[config.mk]
export PLATFORM = sky130hd
export DESIGN_NAME = victim_sel
export DESIGN_NICKNAME = d
export VERILOG_FILES = /design/src/rtl/victim_pkg.sv /design/src/rtl/victim_lfsr.sv /design/src/rtl/victim_next.sv /design/src/rtl/victim_onehot.sv /design/src/rtl/victim_sel.sv
export SDC_FILE = /design/constraint.sdc
export NUM_CORES = 1
export LEC_CHECK = 0
export ABC_AREA = 1
export CORE_MARGIN = 4
export CORE_UTILIZATION = 37
export DETAILED_ROUTE_END_ITERATION = 16
export GPL_TIMING_DRIVEN = 0
export SLEW_MARGIN = 0
export SYNTH_ARGS = -nofsm -noshare
export SYNTH_HDL_FRONTEND = slang
export SYNTH_HIERARCHICAL = 1
export SYNTH_SLANG_ARGS = --single-unit
[constraint.sdc]
create_clock -name clk -period 4.95 [get_ports clk]
set_input_delay 0.99 -clock clk [delete_from_list [all_inputs] [get_ports clk]]
set_output_delay 0.99 -clock clk [all_outputs]
set_load 0.01 [all_outputs]
[src/rtl/victim_pkg.sv]
package victim_pkg;
  typedef enum logic {
    POL_ROUND  = 1'b0,
    POL_RANDOM = 1'b1
  } policy_e;
endpackage

[src/rtl/victim_lfsr.sv]
module victim_lfsr #(
  parameter int          LW   = 4,
  parameter logic [LW-1:0] TAPS = 4'b1100,
  parameter logic [LW-1:0] SEED = 4'b0001
) (
  input  logic          clk,
  input  logic          rst,
  input  logic          step_i,
  output logic [LW-1:0] state_o,
  output logic [LW-1:0] next_o
);
  logic [LW-1:0] state_q;

  assign next_o  = {state_q[LW-2:0], ^(state_q & TAPS)};
  assign state_o = state_q;

  always_ff @(posedge clk) begin
    if (rst)         state_q <= SEED;
    else if (step_i) state_q <= next_o;
  end

  // a maximal-length register never reaches the all-zero lock-up state
  a_r5_lfsr_nonzero: assert property (@(posedge clk) disable iff (rst)
    state_q != '0);
endmodule

[src/rtl/victim_next.sv]
module victim_next
  import victim_pkg::*;
#(
  parameter int WAYS  = 4,
  parameter int WAY_W = $clog2(WAYS),
  parameter int LW    = 4
) (
  input  policy_e          policy_i,
  input  logic [WAY_W-1:0] cur_i,
  input  logic [WAY_W-1:0] base_i,
  input  logic [LW-1:0]    rnd_i,
  output logic [WAY_W-1:0] nxt_o
);
  localparam logic [WAY_W-1:0] TOP = WAY_W'(WAYS - 1);

  logic [WAY_W:0]   span;
  logic [WAY_W:0]   pick;
  logic [WAY_W:0]   rem;
  logic [WAY_W-1:0] rr_nxt;
  logic [WAY_W-1:0] pr_nxt;

  genvar g;
  generate
    for (g = 0; g <= WAY_W; g++) begin : g_pick
      if (g < WAY_W) begin : g_bit
        assign pick[g] = rnd_i[g];
      end else begin : g_top
        assign pick[g] = 1'b0;
      end
    end
  endgenerate

  always_comb begin
    span   = (WAY_W+1)'(WAYS) - {1'b0, base_i};
    rem    = pick % span;
    pr_nxt = base_i + rem[WAY_W-1:0];
    rr_nxt = (cur_i == TOP) ? base_i : cur_i + WAY_W'(1);
    nxt_o  = (policy_i == POL_RANDOM) ? pr_nxt : rr_nxt;
  end
endmodule

[src/rtl/victim_onehot.sv]
module victim_onehot #(
  parameter int WAYS  = 4,
  parameter int WAY_W = $clog2(WAYS)
) (
  input  logic [WAY_W-1:0] idx_i,
  output logic [WAYS-1:0]  oh_o
);
  genvar w;
  generate
    for (w = 0; w < WAYS; w++) begin : g_dec
      assign oh_o[w] = (idx_i == WAY_W'(w));
    end
  endgenerate
endmodule

[src/rtl/victim_sel.sv]
module victim_sel
  import victim_pkg::*;
#(
  parameter int WAYS  = 4,
  parameter int WAY_W = $clog2(WAYS),
  parameter int LW    = 4
) (
  input  logic             clk,
  input  logic             rst,
  input  logic             alloc_i,
  input  logic             policy_i,
  input  logic [WAY_W-1:0] base_i,
  output logic [WAY_W-1:0] victim_o,
  output logic [WAYS-1:0]  victim_oh_o
);
  localparam logic [WAY_W-1:0] TOP = WAY_W'(WAYS - 1);

  policy_e          pol;
  policy_e          pol_q;
  logic [WAY_W-1:0] base_q;
  logic [WAY_W-1:0] cnt_q;
  logic [WAY_W-1:0] cnt_d;
  logic [WAY_W-1:0] nxt;
  logic [WAYS-1:0]  oh_d;
  logic [WAYS-1:0]  oh_q;
  logic [LW-1:0]    rnd_state;
  logic [LW-1:0]    rnd_next;
  logic             chg;
  logic             step;

  assign pol  = policy_e'(policy_i);
  assign chg  = (pol != pol_q) || (base_i != base_q);
  assign step = !rst && !chg && alloc_i && (pol == POL_RANDOM);

  victim_lfsr #(.LW(LW)) u_lfsr (
    .clk     (clk),
    .rst     (rst),
    .step_i  (step),
    .state_o (rnd_state),
    .next_o  (rnd_next)
  );

  victim_next #(.WAYS(WAYS), .WAY_W(WAY_W), .LW(LW)) u_next (
    .policy_i (pol),
    .cur_i    (cnt_q),
    .base_i   (base_i),
    .rnd_i    (rnd_next),
    .nxt_o    (nxt)
  );

  always_comb begin
    if (rst || chg)   cnt_d = base_i;
    else if (alloc_i) cnt_d = nxt;
    else              cnt_d = cnt_q;
  end

  victim_onehot #(.WAYS(WAYS), .WAY_W(WAY_W)) u_dec (
    .idx_i (cnt_d),
    .oh_o  (oh_d)
  );

  always_ff @(posedge clk) begin
    cnt_q  <= cnt_d;
    oh_q   <= oh_d;
    pol_q  <= pol;
    base_q <= base_i;
  end

  assign victim_o    = cnt_q;
  assign victim_oh_o = oh_q;


  a_r8_onehot: assert property (@(posedge clk) disable iff (rst)
    $onehot(oh_q) && oh_q[cnt_q]);

  a_r2_hold: assert property (@(posedge clk) disable iff (rst)
    (!alloc_i && !chg) |=> $stable(cnt_q));

  a_r3_rr_step: assert property (@(posedge clk) disable iff (rst)
    (alloc_i && !chg && pol == POL_ROUND && cnt_q != TOP)
      |=> cnt_q == $past(cnt_q) + WAY_W'(1));

  a_r4_rr_wrap: assert property (@(posedge clk) disable iff (rst)
    (alloc_i && !chg && pol == POL_ROUND && cnt_q == TOP)
      |=> cnt_q == $past(base_i));

  a_r7_reload: assert property (@(posedge clk) disable iff (rst)
    chg |=> cnt_q == $past(base_i));
  // never below the floor
  a_r5_floor: assert property (@(posedge clk) disable iff (rst)
    cnt_q >= base_q);

  a_r6_top_only: assert property (@(posedge clk) disable iff (rst)
    (base_q == TOP) |-> cnt_q == TOP);
endmodule

==> flow_metrics.py <==
metrics = {
    "layout": {
        "final_cell_mix": "inv_1, nand2_1, nor2_1, dfxtp_1, ha_1",
        "final_nets": 166,
        "fill_cells": 237,
        "syn2layout_area_growth_pct": 18.9,
        "final_core_util": 0.479,
        "diodes": 0,
        "drive_gt1_frac": 0.136,
        "regArea_sq_um": 260,
        "multi_input_area_sq_um": 579,
    },
    "critical_path": {
        "crit_type": "primary input to register",
        "crit_path_max_incr_delay_ps": 320,
        "cp_max_fo": 7,
        "crit_required_ps": 5170,
        "crit_family": "simple AND/OR/NAND/NOR gates",
        "slowest_stage": "mux2_1",
        "reg2reg_to": "victim_oh_o[2]$_DFF_P_",
        "worstSetupStartpointType": "primary input",
        "cp-end-kind": "register",
        "rrSetupSlack_ps": 890,
        "reg2reg_from": "u_lfsr/state_o[0]$_SDFFE_PP1P_",
        "critical_path.n_buffers_inverters": 6,
        "ff2ff_path_depth": 28,
        "worstPathArrival_ps": 4780,
    },
    "timing": {
        "finalMaxSlewViolations": 0,
        "hold_slack_ps": 497,
        "slew_headroom": 0.753,
        "tightestPinTransition_ps": 370,
        "min_period_ps": 4560,
        "fin_setup_tns_ps": 0,
        "setup_violations": 0,
        "final.setup_skew_ps": 0.785,
        "fmax_mhz": 219,
        "post-route-period-util": 0.922,
        "rsz0062_at_grt": "no",
        "hold_viol": 0,
    },
    "pwr": {
        "sw_frac_of_total": 0.337,
        "p_leak_nw": 0.565,
        "power.switching_w": 0.0000946,
        "intPower_w": 0.000186,
        "vdd_drop_max_mv": 0.177,
        "power_frac_seq": 0.406,
        "powerDensity_nw_per_um2": 255,
        "pwr-share-comb": 0.359,
        "p_clk_frac": 0.235,
    },
    "min_path": {
        "min_to": "u_lfsr/state_o[2]$_SDFFE_PP0P_",
        "worstHoldPathCells": 2,
        "hold_start": "u_lfsr/state_o[1]$_SDFFE_PP0P_",
        "hold_path.class": "register to register",
    },
    "routing": {
        "post_drt_wl_per_cell_um": 10.1,
        "dr.first_iter.drc_count": 13,
        "via_count": 821,
        "ant_nets": 0,
        "dr.pass1.iters": 4,
        "drc": 0,
        "routed_via_density": 4.69,
        "drt_wl_total_um": 1760,
    },
    "clock_tree": {
        "numCtsBuffers": 3,
        "clockBufferDepth": 2,
        "cts_tree": "done",
        "path_clk_slew_ps": 80,
        "cts_root_buffer": "clkbuf_4",
        "clk_latency_ps": 270,
        "htreeDepth": 1,
        "cts_sinks": 13,
    },
    "floorplan": {
        "die_y_um": 58.0,
        "die_x_um": 58.0,
        "dieArea_sq_um": 3370,
        "coreArea_sq_um": 2300,
        "std_cell_rows": 17,
        "start_util": 0.403,
        "pin_count": 12,
    },
    "global_routing": {
        "grt_busiest_layer": "met2",
        "global_route.usage.met2": 0.179,
        "met3_usage": 0.0290,
        "grtUsageTotal": 0.113,
        "grt_pass1_vias": 736,
        "grt_max_degree": 11,
        "overflow": 0,
        "gr-usage-met1": 0.148,
        "antenna_found_initial": 0,
        "grt_pass1_wl_um": 2990,
    },
    "placed_design": {
        "io_buffers": 11,
        "place.gp.congestion": 0.810,
        "dp_hpwl_um": 1400,
    },
    "synth": {
        "syn-cell-area_sq_um": 926,
        "synth_area_per_cell_sq_um": 7.01,
        "synth_nets": 150,
        "ys.warnings.count": 6,
        "syn_inst": 132,
    },
    "run": {
        "cap_violations": 0,
    },
    "run_status": {
        "status": "finished, final reports clean",
    },
}
-- layer usage --
layer  vias to the layer above  share of wire
li1                        446              -
met3                         2          0.039
met5                         -              0
met4                         0         0.0080
met2                        16           0.46
met1                       357           0.49
-- tightest hold or removal path, delay by kind of cell (launching register included) --
family           cells  cell delay, ps
DFF                  1             330
and+or+nand+nor      2             130
-- final cells by class --
type                    count  share of cell area
repair buffers             11              0.0932
well taps                  28              0.0318
multi-input cells          93               0.526
clock buffers               4              0.0239
flip-flops and latches     13               0.236
inverters                  26              0.0886
-- registers in the layout, indices dropped and copies added, names as in the netlist --
signal,flops
victim_oh_o,4
base_q,2
pol_q,1
u_lfsr/state_o,4
victim_o,2
-- how the worst max path moves through the flow --
stage / from / to / slack [ps] / cells after the start
after floorplan: base_i[0] / victim_oh_o[2]$_DFF_P_ / 690 / 29
after CTS: base_i[1] / victim_oh_o[2]$_DFF_P_ / 60 / 30
after global routing: base_i[1] / victim_oh_o[2]$_DFF_P_ / 30 / 30
after global placement: base_i[0] / victim_oh_o[2]$_DFF_P_ / -540 / 30
after detailed placement: base_i[0] / victim_oh_o[2]$_DFF_P_ / -610 / 30
final: base_i[1] / victim_oh_o[2]$_DFF_P_ / 390 / 30
-- timing repair --
action,in CTS,in global routing
setup buffers,0,0
pin swaps,0,0
hold buffers,0,0
gates resized for setup,4,9
setup endpoints to repair,5,5
-- metrics by stage --
stage | total power (W) | std cells | instance area (sq um) | setup slack, ps
final | 0.000281 | 175 | 1100 | 388
after global routing | 0.000304 | 175 | 1100 | 29.9
after CTS | 0.000282 | 175 | 1100 | 60.6
after detailed placement | 0.000215 | 171 | 1070 | -612
after global placement | 0.000213 | 171 | 1070 | -538
after floorplan | 0.000186 | 132 | 926 | 686
-- power groups by stage --
stage | clock network [W] | registers (W) | logic [W]
floorplan | 0 | 0.000119 | 0.0000678
global placement | 0 | 0.000117 | 0.0000963
detailed placement | 0 | 0.000117 | 0.0000985
CTS | 0.0000694 | 0.000114 | 0.0000988
global route | 0.0000752 | 0.000115 | 0.000114
finish | 0.0000659 | 0.000114 | 0.000101
Power figures use the tool's default switching activity.
